<file path="config.mk">
export PLATFORM = sky130hd
export DESIGN_NAME = region_write_guard
export DESIGN_NICKNAME = d
export VERILOG_FILES = /design/src/rtl/guard_pkg.sv /design/src/rtl/guard_seq_tracker.sv /design/src/rtl/guard_lock_flag.sv /design/src/rtl/guard_region_decode.sv /design/src/rtl/region_write_guard.sv
export SDC_FILE = /design/constraint.sdc
export NUM_CORES = 1
export LEC_CHECK = 0
export ABC_CLOCK_PERIOD_IN_PS = 1300
export BUFFER_PORTS_ARGS = -buffer_cell sky130_fd_sc_hd__buf_2
export CORE_MARGIN = 5
export CORE_UTILIZATION = 27
export CTS_CLUSTER_DIAMETER = 50
export DETAILED_ROUTE_END_ITERATION = 8
export PLACE_DENSITY = 0.83
export SYNTH_ARGS = -nofsm -noshare
export SYNTH_HDL_FRONTEND = slang
export SYNTH_HIERARCHICAL = 1
export SYNTH_SLANG_ARGS = --single-unit
</file>
<file path="constraint.sdc">
create_clock -name clk -period 1.3 [get_ports clk]
set_input_delay 0.26 -clock clk [delete_from_list [all_inputs] [get_ports clk]]
set_output_delay 0.26 -clock clk [all_outputs]
set_load 0.005 [all_outputs]
</file>
<file path="src/rtl/guard_pkg.sv">
package guard_pkg;

  // Decoded bus event codes supplied by the serial front end
  typedef enum logic [2:0] {
    EV_START = 3'd0,
    EV_DEV   = 3'd1,
    EV_ADDR  = 3'd2,
    EV_DATA  = 3'd3,
    EV_STOP  = 3'd4
  } ev_kind_e;

  // Progress through the lock-arming transaction
  typedef enum logic [2:0] {
    TK_IDLE,    // outside any transaction
    TK_DEV,     // start seen, device byte expected
    TK_ADR_HI,  // device matched, first address byte expected
    TK_ADR_LO,  // first address byte matched, second expected
    TK_ARMED,   // both address bytes seen, stop will arm the lock
    TK_DEAD     // pattern broken until next start
  } trk_state_e;

endpackage

</file>
<file path="src/rtl/guard_seq_tracker.sv">
module guard_seq_tracker
  import guard_pkg::*;
#(
  parameter logic [7:0] LOCK_DEV   = 8'hAC,
  parameter logic [7:0] HI_MASK    = 8'hC0,
  parameter logic [7:0] HI_MATCH   = 8'hC0
) (
  input  logic       clk,
  input  logic       rst_n,
  input  logic       ev_valid,
  input  logic [2:0] ev_kind,
  input  logic [7:0] ev_byte,
  output logic       lock_fire
);

  trk_state_e state_q, state_d;

  always_comb begin
    state_d   = state_q;
    lock_fire = 1'b0;
    if (ev_valid) begin
      case (ev_kind)
        EV_START: state_d = TK_DEV;
        EV_DEV: begin
          if (state_q == TK_DEV && ev_byte == LOCK_DEV) state_d = TK_ADR_HI;
          else                                          state_d = TK_DEAD;
        end
        EV_ADDR: begin
          if (state_q == TK_ADR_HI && (ev_byte & HI_MASK) == HI_MATCH)
            state_d = TK_ADR_LO;
          else if (state_q == TK_ADR_LO)
            state_d = TK_ARMED;
          else
            state_d = TK_DEAD;
        end
        EV_DATA: state_d = TK_DEAD;
        EV_STOP: begin
          lock_fire = (state_q == TK_ARMED);
          state_d   = TK_IDLE;
        end
        default: state_d = state_q;
      endcase
    end
  end

  always_ff @(posedge clk) begin
    if (!rst_n) state_q <= TK_IDLE;
    else        state_q <= state_d;
  end

  // Armed state is only reached straight from an address byte event
  AST_ARMED_AFTER_ADDR: assert property (@(posedge clk) disable iff (!rst_n)
    (state_q == TK_ARMED && $past(state_q) != TK_ARMED) |->
      ($past(ev_valid) && $past(ev_kind) == EV_ADDR));

  // A data byte always breaks the pattern
  AST_DATA_KILLS: assert property (@(posedge clk) disable iff (!rst_n)
    (ev_valid && ev_kind == EV_DATA) |=> (state_q == TK_DEAD));

endmodule

</file>
<file path="src/rtl/guard_lock_flag.sv">
module guard_lock_flag (
  input  logic clk,
  input  logic rst_n,
  input  logic preload,
  input  logic set,
  output logic locked
);

  always_ff @(posedge clk) begin
    if (!rst_n)   locked <= preload;
    else if (set) locked <= 1'b1;
  end

  AST_LOCK_STICKY: assert property (@(posedge clk) disable iff (!rst_n)
    locked |=> locked);

  AST_LOCK_NEEDS_SET: assert property (@(posedge clk) disable iff (!rst_n)
    (!locked && !set) |=> !locked);

endmodule

</file>
<file path="src/rtl/guard_region_decode.sv">
module guard_region_decode #(
  parameter int ADDR_W       = 14,
  parameter int REGION_BYTES = 256
) (
  input  logic [ADDR_W-1:0] addr,
  output logic              in_region
);

  localparam int OFF_W = $clog2(REGION_BYTES);
  localparam bit POW2  = ((1 << OFF_W) == REGION_BYTES);
  localparam logic [ADDR_W:0] BASE = (ADDR_W + 1)'((1 << ADDR_W) - REGION_BYTES);

  generate
    if (OFF_W >= ADDR_W) begin : g_all
      assign in_region = 1'b1;
    end else if (POW2) begin : g_pow2
      assign in_region = &addr[ADDR_W-1:OFF_W];
    end else begin : g_cmp
      assign in_region = ({1'b0, addr} >= BASE);
    end
  endgenerate

endmodule

</file>
<file path="src/rtl/region_write_guard.sv">
module region_write_guard
  import guard_pkg::*;
#(
  parameter int         ADDR_W       = 14,
  parameter int         REGION_BYTES = 256,
  parameter logic [7:0] LOCK_DEV     = 8'hAC
) (
  input  logic              clk,
  input  logic              rst_n,
  input  logic              wp,
  input  logic              lock_preload,
  input  logic              ev_valid,
  output logic              ev_ready,
  input  logic [2:0]        ev_kind,
  input  logic [7:0]        ev_byte,
  input  logic              cm_valid,
  output logic              cm_ready,
  input  logic [ADDR_W-1:0] cm_addr,
  input  logic [7:0]        cm_data,
  output logic              mem_we,
  output logic [ADDR_W-1:0] mem_addr,
  output logic [7:0]        mem_wdata,
  output logic              write_ok,
  output logic              region_locked
);

  logic lock_fire;
  logic in_region;

  guard_seq_tracker #(
    .LOCK_DEV (LOCK_DEV),
    .HI_MASK  (8'hC0),
    .HI_MATCH (8'hC0)
  ) u_tracker (
    .clk       (clk),
    .rst_n     (rst_n),
    .ev_valid  (ev_valid),
    .ev_kind   (ev_kind),
    .ev_byte   (ev_byte),
    .lock_fire (lock_fire)
  );

  guard_lock_flag u_flag (
    .clk     (clk),
    .rst_n   (rst_n),
    .preload (lock_preload),
    .set     (lock_fire),
    .locked  (region_locked)
  );

  guard_region_decode #(
    .ADDR_W       (ADDR_W),
    .REGION_BYTES (REGION_BYTES)
  ) u_decode (
    .addr      (cm_addr),
    .in_region (in_region)
  );

  assign ev_ready  = 1'b1;
  assign cm_ready  = 1'b1;
  assign write_ok  = !wp && !(region_locked && in_region);
  assign mem_we    = cm_valid && write_ok;
  assign mem_addr  = cm_addr;
  assign mem_wdata = cm_data;

  AST_WP_BLOCKS: assert property (@(posedge clk) disable iff (!rst_n)
    wp |-> !mem_we);

  AST_OPEN_PASS: assert property (@(posedge clk) disable iff (!rst_n)
    (!wp && !region_locked && cm_valid) |-> mem_we);

  AST_REGION_SHUT: assert property (@(posedge clk) disable iff (!rst_n)
    (region_locked && in_region) |-> !mem_we);

  AST_LOCK_ON_STOP: assert property (@(posedge clk) disable iff (!rst_n)
    lock_fire |=> region_locked);

  AST_STROBE_NEEDS_REQ: assert property (@(posedge clk) disable iff (!rst_n)
    mem_we |-> (cm_valid && cm_ready));

endmodule

</file>
==> flow_summary_export.csv <==
group,metric,value,unit
setup_path,worstSetupEndpointType,"output port",
sta,fin_setup_tns,0,ns
clocking,holdBufCountCts,0,
grt,grt_pass1_vias,458,
finish,area_delta_synth_final,15.5,%
clocking,cts.sinks,4,
run,cap_violations,0,
power,p_comb_share,24.8,%
logic_synthesis,syn_avg_cell_area,7.93,um^2
sta,period_minus_slack,1.25,ns
finish,final_cells,102,
floorplanning,fp.dieH,52.7,um
route,ant_nets,0,
sta,rsz0062_at_grt,"yes",
power,clock_power_share,41.1,%
logic_synthesis,synthTopCellsByArea,"buf_4, dfxtp_1, edfxtp_1, nand4b_1, o21ai_0",
logic_synthesis,ys_types,25,
setup_path,startpoint_type,"flop",
setup_path,worstPathMaxFanout,2,
power,vdd_drop_max,258,uV
grt,grt_max_degree,7,
clocking,post_cts_buffers,0,
route,wirelength,1.28,mm
grt,grt_pass1_wl,1.81,mm
route,routedWlPerCell,12.6,um
sta,slew_viol_final,0,
finish,diodes,0,
clocking,max-clock-path-buffers,2,
logic_synthesis,yosys-top-cells-count,"buf_4, o21ai_0",
worst_hold_path,hp-start,"lock_preload",
clocking,ctsRootBufferMaster,"clkbuf_4",
power,p_leak,0.261,nW
logic_synthesis,ys_seq_elements,4,
floorplanning,rows,15,
sta,fin_skew,0.00647,ns
grt,track_usage,8.91,%
finish,multi_input_area,241,um^2
placement,placed_cell_area,524,um^2
sta,setup_viol,0,
power,p_per_area,727,mW/mm^2
clocking,cts_made_buffers,3,
sta,timing.hold.ws,0.283,ns
logic_synthesis,synth_area,492,um^2
logic_synthesis,synth_top_area_share,36.6,%
floorplanning,core-area,0.00173,mm^2
grt,grt_antenna_before_repair,0,
placement,hpwl,1.06,mm
power,power,413,uW
finish,nNetsFinal,117,
route,drt_iter0_drc,7,
route,routed.top_layer,"met4",
sta,fin_crit_sh,96.5,%
route,drt_pass1_iterations,3,
setup_path,critPathArrivalTime,0.99,ns
clocking,insertion_delay,0.24,ns
route,wl_met1,383,um
clocking,cts_max_level,1,
grt,gr-total-overflow,0,
finish,n_fill_cell,204,
route,route.met3.wl,238,um
placement,io_buffers,31,
finish,drive_gt1_share,57.1,%
clocking,cts_tree,"done",
finish,register_area,91.3,um^2
setup_path,r2r-start,"u_tracker/state_q[1]",
sta,hold_viol,0,
route,drc,0,
route,avgViaCountPerCell,4.70,
power,switching_share,25.5,%
floorplanning,die_x,52.7,um
placement,place.gp.congestion,0.846,
floorplanning,fp.dieArea,0.00277,mm^2
logic_synthesis,ys_seq_area_share,18.3,%
setup_path,worst_ep_required_time,1.04,ns
placement,dp.cells,98,
power,internal_power,307,uW
setup_path,critPathLaunch,"u_flag/locked",
outcome,status,"completed",
logic_synthesis,async_reset_ff_share,0,%
floorplanning,start_util,28.5,%
route,vias,479,
setup_path,crit_type,"flop to output port",
clocking,clk_pin_slew,0.04,ns
sta,fmax,0.797,GHz
logic_synthesis,yosys_warnings,6,
logic_synthesis,syn_inst,62,
logic_synthesis,synth_most_common_cell,"buf_4",
logic_synthesis,synth-edff-count,1,
floorplanning,ios,66,
power,p_sw,105,uW
worst_hold_path,hp-class,"primary input to flop",
finish,fin_area,568,um^2
logic_synthesis,yosys.area.top_type,"buf_4",
route,wl_met2,623,um
power,seqPwrFrac,34.1,%
logic_synthesis,synth_top_flop_cell,"dfxtp_1",
## worst max-delay path: stages (launching register included)
cell and delay (ns):
edfxtp_1 0.40, a21oi_2 0.14, and2_1 0.12, buf_2 0.10
## timing repair
item	in CTS	in global routing
resized for setup	4	1
pin swaps	4	1
endpoints found under the setup margin	4	4
endpoints found under the hold margin	0	0
## per-stage QoR
stage	util [%]	setup WS (ns)
2_1_floorplan	-	0.00908
4_1_cts	32.7	0.0118
3_5_place_dp	30.4	-0.148
6_report	32.9	0.0451
3_3_place_gp	30.4	-0.101
5_1_grt	32.9	-0.0335
## power groups by stage
stage,sequential [mW],combinational [mW],clock (mW)
6_report,0.141,0.103,0.170
3_3_place_gp,0.143,0.0966,0
4_1_cts,0.141,0.103,0.179
2_1_floorplan,0.142,0.0907,0
5_1_grt,0.142,0.114,0.184
3_5_place_dp,0.142,0.0990,0
## kinds of logic (layout without fill, tap and decap cells)
logic type	count (synthesis)	after routing	share of synthesized area (%)
buffers and inverters	24	38	36.6
DFF	4	4	18.3
AOI/OAI and AO/OA	11	11	14.5
other	1	2	0.763
and+or+nand+nor	22	22	29.8
## flip-flops by register name, indices dropped and copies added (netlist names)
name / count
u_flag/locked: 1
u_tracker/state_q: 3
## layout by cell type (no fill, tap or decap), drive strengths merged
| cell | count |
|---|---|
| buf | 34 |
| o21ai | 4 |
| clkbuf | 4 |
| nand2 | 3 |
| nor2 | 3 |
| nand4b | 3 |
| dfxtp | 3 |
| a21oi | 2 |
| conb | 2 |
| nand2b | 2 |
| nand3b | 2 |
| a31oi | 2 |
| and2 | 2 |
| nand4 | 1 |
| or2 | 1 |
| edfxtp | 1 |
| nor4 | 1 |
| a32oi | 1 |
| or4bb | 1 |
| or4 | 1 |
| nor3 | 1 |
| o31a | 1 |
| or3b | 1 |
| o211ai | 1 |
## per-layer routing
metal | track usage [%] | vias to the layer above
met5 | 0 | -
met4 | 10.2 | 0
met3 | 3.70 | 8
met2 | 15.1 | 36
met1 | 7.08 | 208
li1 | - | 227
## area by class of cell
type	count	area share (%)
clock buffer	4	4.63
sequential	4	16.1
timing repair buffer	34	31.3
multi-input combinational	35	42.5
tap	25	5.51
## path summary, 6_finish.rpt
check | endpoint | slack [ns] | cells after the start
worst min register to register | u_tracker/state_q[0] | 0.62 | 2
worst max register to register | u_tracker/state_q[1] | 0.06 | 4
worst max-delay path | mem_we | 0.05 | 3
worst min-delay path | u_flag/locked | 0.28 | 2
(Power assumes the default switching activity.)
